### config.mk
export PLATFORM = sky130hd
export DESIGN_NAME = lc_load_stepper
export DESIGN_NICKNAME = d
export VERILOG_FILES = /design/src/rtl/lcl_pkg.sv /design/src/rtl/lcl_coef_bank.sv /design/src/rtl/lcl_mac.sv /design/src/rtl/lcl_step_seq.sv /design/src/rtl/lc_load_stepper.sv
export SDC_FILE = /design/constraint.sdc
export NUM_CORES = 2
export LEC_CHECK = 0
export BUFFER_PORTS_ARGS = -buffer_cell sky130_fd_sc_hd__buf_2
export CORE_ASPECT_RATIO = 1.4
export CORE_MARGIN = 2
export CORE_UTILIZATION = 43
export DETAILED_ROUTE_END_ITERATION = 8
export GPL_TIMING_DRIVEN = 0
export PLACE_DENSITY = 0.67
export SYNTH_ARGS = -nofsm -noshare
export SYNTH_HDL_FRONTEND = slang
export SYNTH_SLANG_ARGS = --single-unit
### constraint.sdc
create_clock -name clk -period 20.2 [get_ports clk]
set_input_delay 3.03 -clock clk [delete_from_list [all_inputs] [get_ports clk]]
set_output_delay 3.03 -clock clk [all_outputs]
set_load 0.01 [all_outputs]
### src/rtl/lcl_pkg.sv
package lcl_pkg;
  localparam int N_PH      = 3;
  localparam int N_FILT    = 2 * N_PH;
  localparam int N_ROWS    = N_FILT + N_PH;
  localparam int FILT_COLS = N_FILT + 2 * N_PH;
  localparam int LOAD_COLS = 2 * N_PH;
  localparam int LOAD_BASE = N_FILT * FILT_COLS;
  localparam int N_COEF    = LOAD_BASE + N_PH * LOAD_COLS;
  localparam int N_MAC     = N_COEF;

  typedef enum logic [1:0] {PH_IDLE, PH_RUN, PH_COMMIT} step_phase_e;
endpackage

### src/rtl/lcl_coef_bank.sv
module lcl_coef_bank #(
  parameter int DW = 16,
  parameter int N  = 90,
  parameter int AW = $clog2(N)
) (
  input  logic                 clk,
  input  logic                 rst,
  input  logic                 wr_en,
  input  logic [AW-1:0]        wr_addr,
  input  logic signed [DW-1:0] wr_data,
  input  logic [AW-1:0]        rd_addr,
  output logic signed [DW-1:0] rd_data
);
  logic signed [DW-1:0] mem [N];

  always_ff @(posedge clk) begin
    if (wr_en && int'(wr_addr) < N) mem[wr_addr] <= wr_data;
  end

  assign rd_data = (int'(rd_addr) < N) ? mem[rd_addr] : '0;

  // stored word matches the accepted write one edge later
  p_coef_write_r8: assert property (@(posedge clk) disable iff (rst)
    (wr_en && int'(wr_addr) < N) |=> (mem[$past(wr_addr)] == $past(wr_data)));
endmodule

### src/rtl/lcl_mac.sv
module lcl_mac #(
  parameter int DW    = 16,
  parameter int FRAC  = 12,
  parameter int GUARD = 8
) (
  input  logic                 clk,
  input  logic                 rst,
  input  logic                 en,
  input  logic                 first,
  input  logic signed [DW-1:0] coef,
  input  logic signed [DW-1:0] opnd,
  output logic signed [DW-1:0] result
);
  localparam int ACC_W = 2 * DW + GUARD;
  localparam logic signed [ACC_W-1:0] MAXV = {{(ACC_W-DW+1){1'b0}}, {(DW-1){1'b1}}};
  localparam logic signed [ACC_W-1:0] MINV = {{(ACC_W-DW+1){1'b1}}, {(DW-1){1'b0}}};

  logic signed [2*DW-1:0]  prod;
  logic signed [ACC_W-1:0] acc_q, sum, shifted;

  always_comb begin
    prod    = coef * opnd;
    sum     = (first ? '0 : acc_q) + ACC_W'(prod);
    shifted = sum >>> FRAC;
    if (shifted > MAXV)      result = MAXV[DW-1:0];
    else if (shifted < MINV) result = MINV[DW-1:0];
    else                     result = shifted[DW-1:0];
  end

  always_ff @(posedge clk) begin
    if (rst)     acc_q <= '0;
    else if (en) acc_q <= sum;
  end
endmodule

### src/rtl/lcl_step_seq.sv
module lcl_step_seq
  import lcl_pkg::*;
#(
  parameter int RW = $clog2(N_ROWS),
  parameter int CW = $clog2(FILT_COLS),
  parameter int IW = $clog2(N_COEF)
) (
  input  logic          clk,
  input  logic          rst,
  input  logic          start,
  output logic          busy,
  output logic          mac_en,
  output logic          first,
  output logic          last,
  output logic          commit,
  output logic          is_load,
  output logic [RW-1:0] row,
  output logic [CW-1:0] col,
  output logic [IW-1:0] coef_idx
);
  localparam int CNT_W = $clog2(N_MAC + 2);

  step_phase_e   phase_q;
  logic [RW-1:0] row_q;
  logic [CW-1:0] col_q;

  always_comb begin
    is_load  = int'(row_q) >= N_FILT;
    last     = is_load ? (int'(col_q) == LOAD_COLS - 1) : (int'(col_q) == FILT_COLS - 1);
    first    = (col_q == '0);
    mac_en   = (phase_q == PH_RUN);
    commit   = (phase_q == PH_COMMIT);
    busy     = (phase_q != PH_IDLE);
    row      = row_q;
    col      = col_q;
    coef_idx = is_load
      ? IW'(LOAD_BASE + (int'(row_q) - N_FILT) * LOAD_COLS + int'(col_q))
      : IW'(int'(row_q) * FILT_COLS + int'(col_q));
  end

  always_ff @(posedge clk) begin
    if (rst) begin
      phase_q <= PH_IDLE;
      row_q   <= '0;
      col_q   <= '0;
    end else begin
      case (phase_q)
        PH_IDLE: if (start) begin
          phase_q <= PH_RUN;
          row_q   <= '0;
          col_q   <= '0;
        end
        PH_RUN: if (last) begin
          col_q <= '0;
          if (int'(row_q) == N_ROWS - 1) phase_q <= PH_COMMIT;
          else                            row_q   <= row_q + 1'b1;
        end else begin
          col_q <= col_q + 1'b1;
        end
        default: phase_q <= PH_IDLE;
      endcase
    end
  end

  // run-length watch counter for the bounded-latency check
  logic [CNT_W-1:0] run_cnt;
  always_ff @(posedge clk) begin
    if (rst || !busy) run_cnt <= '0;
    else              run_cnt <= run_cnt + 1'b1;
  end

  p_start_row0_r2: assert property (@(posedge clk) disable iff (rst)
    start |=> (phase_q == PH_RUN && row_q == '0 && col_q == '0));
  p_commit_ends_r7: assert property (@(posedge clk) disable iff (rst)
    commit |=> (phase_q == PH_IDLE));
  p_bounded_run_r7: assert property (@(posedge clk) disable iff (rst)
    busy |-> (int'(run_cnt) <= N_MAC));
endmodule

### src/rtl/lc_load_stepper.sv
module lc_load_stepper
  import lcl_pkg::*;
#(
  parameter int DW    = 16,
  parameter int FRAC  = 12,
  parameter int GUARD = 8,
  parameter int AW    = $clog2(N_COEF)
) (
  input  logic               clk,
  input  logic               rst,
  input  logic               step_valid,
  output logic               step_ready,
  input  logic [N_PH*DW-1:0] phase_v,
  input  logic               cfg_we,
  input  logic [AW-1:0]      cfg_addr,
  input  logic [DW-1:0]      cfg_data,
  output logic [N_PH*DW-1:0] cap_v,
  output logic [N_PH*DW-1:0] ind_i,
  output logic [N_PH*DW-1:0] load_i,
  output logic               done_o
);
  localparam int RW = $clog2(N_ROWS);
  localparam int CW = $clog2(FILT_COLS);

  logic signed [DW-1:0] st_q  [N_ROWS];
  logic signed [DW-1:0] nxt_q [N_ROWS];
  logic signed [DW-1:0] vin_q [N_PH];
  logic signed [DW-1:0] coef_w, opnd, mac_res;
  logic                 busy, mac_en, first, last, commit, is_load, start, done_q;
  logic [RW-1:0]        row_w;
  logic [CW-1:0]        col_w;
  logic [AW-1:0]        cidx;

  assign start      = step_valid && !busy;
  assign step_ready = !busy;
  assign done_o     = done_q;

  lcl_step_seq #(.RW(RW), .CW(CW), .IW(AW)) u_seq (
    .clk(clk), .rst(rst), .start(start), .busy(busy), .mac_en(mac_en),
    .first(first), .last(last), .commit(commit), .is_load(is_load),
    .row(row_w), .col(col_w), .coef_idx(cidx)
  );

  lcl_coef_bank #(.DW(DW), .N(N_COEF), .AW(AW)) u_coef (
    .clk(clk), .rst(rst), .wr_en(cfg_we && !busy), .wr_addr(cfg_addr),
    .wr_data(cfg_data), .rd_addr(cidx), .rd_data(coef_w)
  );

  lcl_mac #(.DW(DW), .FRAC(FRAC), .GUARD(GUARD)) u_mac (
    .clk(clk), .rst(rst), .en(mac_en), .first(first),
    .coef(coef_w), .opnd(opnd), .result(mac_res)
  );

  // operand select: filter u = (x, v, io); load w = (io, vo)
  always_comb begin
    int ci;
    ci   = int'(col_w);
    opnd = '0;
    if (!is_load) begin
      if (ci < N_FILT)             opnd = st_q[ci];
      else if (ci < N_FILT + N_PH) opnd = vin_q[ci - N_FILT];
      else                         opnd = st_q[ci - N_PH];
    end else begin
      if (ci < N_PH) opnd = st_q[N_FILT + ci];
      else           opnd = st_q[ci - N_PH];
    end
  end

  always_ff @(posedge clk) begin
    if (rst) begin
      for (int i = 0; i < N_ROWS; i++) begin
        st_q[i]  <= '0;
        nxt_q[i] <= '0;
      end
      for (int i = 0; i < N_PH; i++) vin_q[i] <= '0;
      done_q <= 1'b0;
    end else begin
      done_q <= commit;
      if (start)
        for (int i = 0; i < N_PH; i++) vin_q[i] <= phase_v[i*DW +: DW];
      if (mac_en && last) nxt_q[row_w] <= mac_res;
      if (commit)
        for (int i = 0; i < N_ROWS; i++) st_q[i] <= nxt_q[i];
    end
  end

  for (genvar g = 0; g < N_PH; g++) begin : g_out
    assign cap_v [g*DW +: DW] = st_q[g];
    assign ind_i [g*DW +: DW] = st_q[N_PH + g];
    assign load_i[g*DW +: DW] = st_q[N_FILT + g];
  end

  p_states_hold_r7: assert property (@(posedge clk) disable iff (rst)
    !commit |=> ($stable(cap_v) && $stable(ind_i) && $stable(load_i)));
  p_done_pulse_r7: assert property (@(posedge clk) disable iff (rst)
    done_o |=> !done_o);
  p_ready_drop_r2: assert property (@(posedge clk) disable iff (rst)
    start |=> !step_ready);
  p_done_ready_r2: assert property (@(posedge clk) disable iff (rst)
    done_o |-> step_ready);
endmodule

== Word level (Yosys, flattened, before mapping) ==
Memories as Yosys holds them, arrays and structs flattened. A register that Yosys moved wholly into a read port is not among the register bits.
Cells that the tools add are included.
W data, S select, Z words.

* RAM bits: 1776
* Flip-flop bits (word level): 51
* Output and inout port bits: 146
* Memories: 4

* Equality and inequality tests: 9
* $lt $le $gt $ge: 8
* Add/subtract/negate cells: 10
* $mul: 3
* Reduce and logical (&&, ||, !) cells: 13
* Bitwise operators: 12
* Mux-type cells: 50

{| class="wikitable"
|+ Memories
! name !! depth !! width !! rd ports !! clocked after Yosys merged registers in !! wr ports !! line !! RTL
|-
| u_coef.mem || 90 || 16 || 1 || 0 || 1 || lcl_coef_bank.sv:14 || <nowiki>logic signed [DW-1:0] mem [N];</nowiki>
|-
| nxt_q || 9 || 16 || 9 || 0 || 9 || lc_load_stepper.sv:26 || <nowiki>logic signed [DW-1:0] nxt_q [N_ROWS];</nowiki>
|-
| st_q || 9 || 16 || 12 || 1 || 9 || lc_load_stepper.sv:25 || <nowiki>logic signed [DW-1:0] st_q [N_ROWS];</nowiki>
|-
| vin_q || 3 || 16 || 1 || 0 || 3 || lc_load_stepper.sv:27 || <nowiki>logic signed [DW-1:0] vin_q [N_PH];</nowiki>
|}

{| class="wikitable"
|+ Operators with widths
! operator !! count
|-
| $mux W16 || 20
|-
| $add A40 B40 Y40 || 1
|-
| $mux W40 || 1
|-
| $mul A16 B16 Y32 || 1
|-
| $mul A32 B3 Y6 const B || 1
|-
| $gt A28 B16 Y1 const B || 1
|-
| $lt A28 B16 Y1 const B || 1
|-
| $mux W4 || 7
|-
| $pmux W4 S2 || 2
|-
| $reduce_or A16 Y1 || 1
|-
| $mux W1 || 15
|-
| $add A7 B5 Y7 || 2
|-
| $lt A7 B7 Y1 const B || 2
|-
| $eq A4 B4 Y1 const B || 3
|-
| $or A1 B1 Y1 || 12
|-
| $add A4 B1 Y4 const B || 2
|-
| $add A7 B7 Y7 const A || 1
|-
| $mux W7 || 1
|-
| $mux W2 || 3
|-
| $mul A4 B2 Y5 const B || 1
|-
| $sub A4 B3 Y5 const B || 1
|-
| $add A3 B4 Y4 const A || 1
|-
| $ge A4 B3 Y1 const B || 1
|-
| $logic_and A1 B1 Y1 || 4
|-
| 17 further kinds || 20
|}

== Logic depth before layout (Yosys ltp) ==
* Depth in word-level cells: 13
* Depth in mapped cells: 59
* Mapped depth without buffers: 56

== Hierarchy ==
From an unflattened synthesis, not the netlist that was laid out.

* Cells, all modules: 5358
* Area total of the unflattened synthesis: 87107.3 um^2

{| class="wikitable"
|+ By module, submodules not included
! module !! times used !! area each (um^2) !! sequential area each (um^2) !! cells an instance
|-
| lcl_coef_bank || 1 || 55652.1 || 43241.5 || 2486
|-
| lc_load_stepper || 1 || 16539.6 || 10109.7 || 1155
|-
| lcl_mac || 1 || 13711.9 || 800.8 || 1579
|-
| lcl_step_seq || 1 || 1203.7 || 200.2 || 138
|}

== Least setup slack after synthesis ==
OpenSTA, ideal clock, no wires.

* Kind: reg2reg
* From: register u_seq.col_q[1], in the netlist u_seq.col[1]
* To: memory nxt_q[1][6], data pin
* Setup slack: 6726 ps
* Data required time: 19914 ps
* Path buffers: 8
* Cell stages (with the launch flop): 52
* Arrival time: 13188 ps
* Setup time: 286 ps
* Period minus slack after synthesis: 13474 ps
* Cell sequence: dfxtp_1 -> clkbuf_1 -> buf_1 -> clkbuf_1 -> clkbuf_1 -> inv_1 -> ha_1 -> clkbuf_1 -> buf_1 -> mux4_2 -> mux2i_1 -> a21oi_1 -> nor2b_1 -> a211oi_1 -> a21oi_1 -> a21oi_1 -> clkbuf_1 -> nor2_1 -> [16 not listed] -> a221o_1 -> a41o_1 -> nor2_1 -> xnor2_1 -> ha_1 -> a21o_1 -> nand2_1 -> nand2b_1 -> a21oi_1 -> nor2b_1 -> a211o_1 -> or4_4 -> a21o_1 -> a2111oi_4 -> nand4_4 -> o2111ai_2 -> buf_4 -> a211oi_1

{| class="wikitable"
|+ RTL lines
! item !! line !! RTL
|-
| from (decl) || lcl_step_seq.sv:25 || <nowiki>logic [CW-1:0] col_q;</nowiki>
|-
| from (signal assigned) || lcl_step_seq.sv:58 || <nowiki>col_q <= col_q + 1'b1;</nowiki>
|-
| to (decl) || lc_load_stepper.sv:26 ||
|}

==> impl_metrics.json <==
{
  "cp_max_fo": 10,
  "maxSlewViolCount": 84,
  "r2r_cells": 51,
  "post-dp-hpwl_mm": 223,
  "rsz0062_at_grt": "false",
  "synth_fa_ha_area_share_pct": 8.17,
  "synth_xor_area_share_pct": 0.855,
  "dr_wl_met2_mm": 146,
  "track_usage_pct": 29.3,
  "holdWs_ps": 453,
  "critPathLaunch": "u_seq.row[1]",
  "vias_per_cell": 6.21,
  "drive_above_1_share_pct": 20.7,
  "worstReg2RegEnd": "nxt_q[6][8]",
  "htreeDepth": 4,
  "grt_pass1_vias": 56900,
  "vias": 56700,
  "antenna_found_initial": 19,
  "holdBufCountCts": 0,
  "min_period_ps": 19700,
  "fin_crit_sh_pct": 97.5,
  "r2r-start": "u_seq.row[1]",
  "worst-endpoint-required_ps": 20840,
  "clk_latency_ps": 860,
  "cts_tree": "done",
  "grt_overflow": 0,
  "antenna_left": 0,
  "start_util_pct": 43.2,
  "start_kind": "flip-flop",
  "yosysTopAreaCell": "edfxtp_1",
  "yosys.area_share.simple_pct": 8.65,
  "ys_warn_count": 0,
  "cp_common_cell": "fa_1",
  "slowest_stage": "a311oi_1",
  "r2r_slack_ps": 500,
  "firstDrtPassIters": 7,
  "n_fill_cell": 17100,
  "die_h_um": 539,
  "ys_seq_area_share_pct": 61.9,
  "synthCells": 5790,
  "drc": 0,
  "worst_clock_skew_ps": 61.7,
  "synth_nets": 6279,
  "pin_count": 221,
  "finalHoldViolations": 0,
  "worst-path-stages": 51,
  "netlist_area_um2": 88000,
  "synth_top_family_by_area": "multiplexers",
  "clock-sinks": 1831,
  "routedWlPerCell_um": 33.7,
  "gp_congestion": 1.01,
  "cts_inserted_buffers": 174,
  "drtIter0Drc": 7329,
  "grt_pass1_wl_mm": 425,
  "synth_area_leaders": "edfxtp_1, mux4_2, fa_1",
  "fmax_mhz": 50.8,
  "drt-total-wl_mm": 308,
  "hold_path_class": "reg -> reg",
  "syn_area_per_cell_um2": 15.2,
  "postCtsSetupBuffers": 0,
  "io_buffer_count": 219,
  "cts.repair.resized": 0,
  "synth_mux_area_share_pct": 12.6,
  "synth-compound-area-share_pct": 4.92,
  "highest_layer": "met5",
  "status": "complete, but fails checks",
  "fin_nets": 6781,
  "endpoint_kind": "flip-flop",
  "violations": "max-capacitance violations, max-slew violations",
  "cpLargestDelayFamily": "compound AO/OA/AOI/OAI gates",
  "critical_path.endpoint": "nxt_q[6][8]",
  "async_flop_share_pct": 0,
  "dieArea_um2": 208000,
  "cts_buffer_depth": 3,
  "grt_max_degree": 91,
  "die_w_um": 386,
  "ys_ff_latch": 1831,
  "root_buffer": "clkbuf_16",
  "wl_met1_mm": 100,
  "path_class": "reg -> reg",
  "clk_pin_slew_worst_paths_ps": 70,
  "num_rows": 196,
  "setup_viol": 0,
  "worst-path-buf-inv": 11,
  "core-area_um2": 204000,
  "drv_cap": 8,
  "maxSlewHeadroom_pct": -6.72,
  "max_stage_delay_ps": 1300,
  "arrival_ps": 20340,
  "worst_pin_slew_ps": 1600,
  "fin_setup_tns_ps": 0,
  "yosysUniqueCellTypes": 81,
  "synth-edff-count": 1776,
  "met3WireLength_mm": 35.8,
  "syn_to_final_growth_pct": 14.7,
  "synth_top_flop_cell": "edfxtp_1",
  "synth_top_area_share_pct": 60.6
}
==> per-layer routing <==
metal	up-vias	track usage (%)
met4	8	20.1
met1	29100	33.1
met2	3914	47.1
met3	1015	9.48
met5	-	0
li1	22700	-
==> flip-flops by register name (all words and copies together), names as in the netlist, named ones only <==
| signal | cells |
|---|---|
| u_coef.mem | 1440 |
| nxt_q | 144 |
| st_q | 144 |
| vin_q | 48 |
| u_mac.acc_q | 40 |
| u_seq.col | 4 |
| u_seq.row | 4 |
| u_seq.phase_q | 2 |
| done_o | 1 |
==> worst min path at each step <==
stage | startpoint | endpoint | slack [ps] | cells past startpoint
after floorplan | u_mac.acc_q[10] | u_mac.acc_q[10] | 430 | 2
final | u_mac.acc_q[10] | u_mac.acc_q[10] | 450 | 2
after CTS | u_mac.acc_q[31] | u_mac.acc_q[31] | 450 | 2
after global placement | u_mac.acc_q[8] | u_mac.acc_q[8] | 430 | 2
after global routing | u_mac.acc_q[31] | u_mac.acc_q[31] | 470 | 2
after detailed placement | u_mac.acc_q[31] | u_mac.acc_q[31] | 440 | 2
==> cell usage in the layout (no fill, tap or decap), types with 39 or more instances in the layout <==
cell / count
edfxtp_1: 1776
nand3_1: 182
buf_8: 61
and2_1: 254
a31oi_1: 39
clkbuf_1: 254
buf_1: 56
o21ai_0: 56
nor2_2: 90
dfxtp_1: 55
buf_2: 246
fa_1: 268
xnor2_1: 59
ha_1: 146
a21oi_1: 184
clkbuf_16: 174
a211oi_1: 153
or2_2: 108
mux2i_1: 95
buf_16: 42
nor2_1: 310
nand2_1: 485
inv_1: 328
mux4_2: 448
==> cell usage after synthesis (23+ instances only) <==
cell,count
and2_1,254
fa_1,268
nor2_1,399
buf_2,26
edfxtp_1,1776
o21ai_0,56
buf_1,75
and3_1,38
a211oi_1,153
xor2_1,23
ha_1,146
a31oi_1,40
nand2b_1,40
clkbuf_1,241
or2_2,108
inv_1,328
mux4_2,448
nand3_1,182
mux2i_1,96
dfxtp_1,55
xnor2_1,61
a21o_1,38
nand2_1,485
a21oi_1,184
==> stage by stage <==
stage	utilization [%]	std cells	instance area, um^2	worst slack (ps)
after floorplan	-	5790	88000	6730
after global placement	45.4	8682	92400	1270
after detailed placement	46.6	8787	94900	1170
after CTS	49.5	9110	101000	1080
after global routing	49.6	9113	101000	371
final	49.6	9128	101000	496
==> worst reg2reg max path, delay by kind of cell, from the launching register on <==
kind / cells / cell delay (ps)
xor gates and xnor gates: 4 / 990
and+or+nand+nor: 9 / 2750
AOI/OAI and AO/OA: 15 / 6340
adders and majority gates: 12 / 5260
DFF: 1 / 550
buffers and inverters: 11 / 3650
==> final cells by class <==
class | instances | area, um^2 | area share [%]
clock buffers | 197 | 4440 | 4.40
plain buffers | 350 | 1410 | 1.40
clock inverters | 126 | 1530 | 1.52
multi-input cells | 3280 | 31200 | 30.9
repair buffers | 326 | 3280 | 3.24
inverters | 329 | 1230 | 1.22
flip-flops and latches | 1831 | 54400 | 53.9
diodes | 16 | 40.0 | 0.0397
well taps | 2673 | 3340 | 3.31
==> cell families (layout without fill, tap and decap cells) <==
family | Yosys count | count (layout)
other | 0 | 16
adder cells (fa/ha/maj) | 414 | 414
AO/OA/AOI/OAI | 640 | 640
multiplexers | 546 | 546
AND/OR/NAND/NOR | 1595 | 1595
XOR/XNOR | 85 | 85
flip-flops | 1831 | 1831
buffers and inverters | 679 | 1328
Power is left out: the tool's default activity adds up to more than one toggle a clock period on the data nets, which glitch-free logic cannot reach.
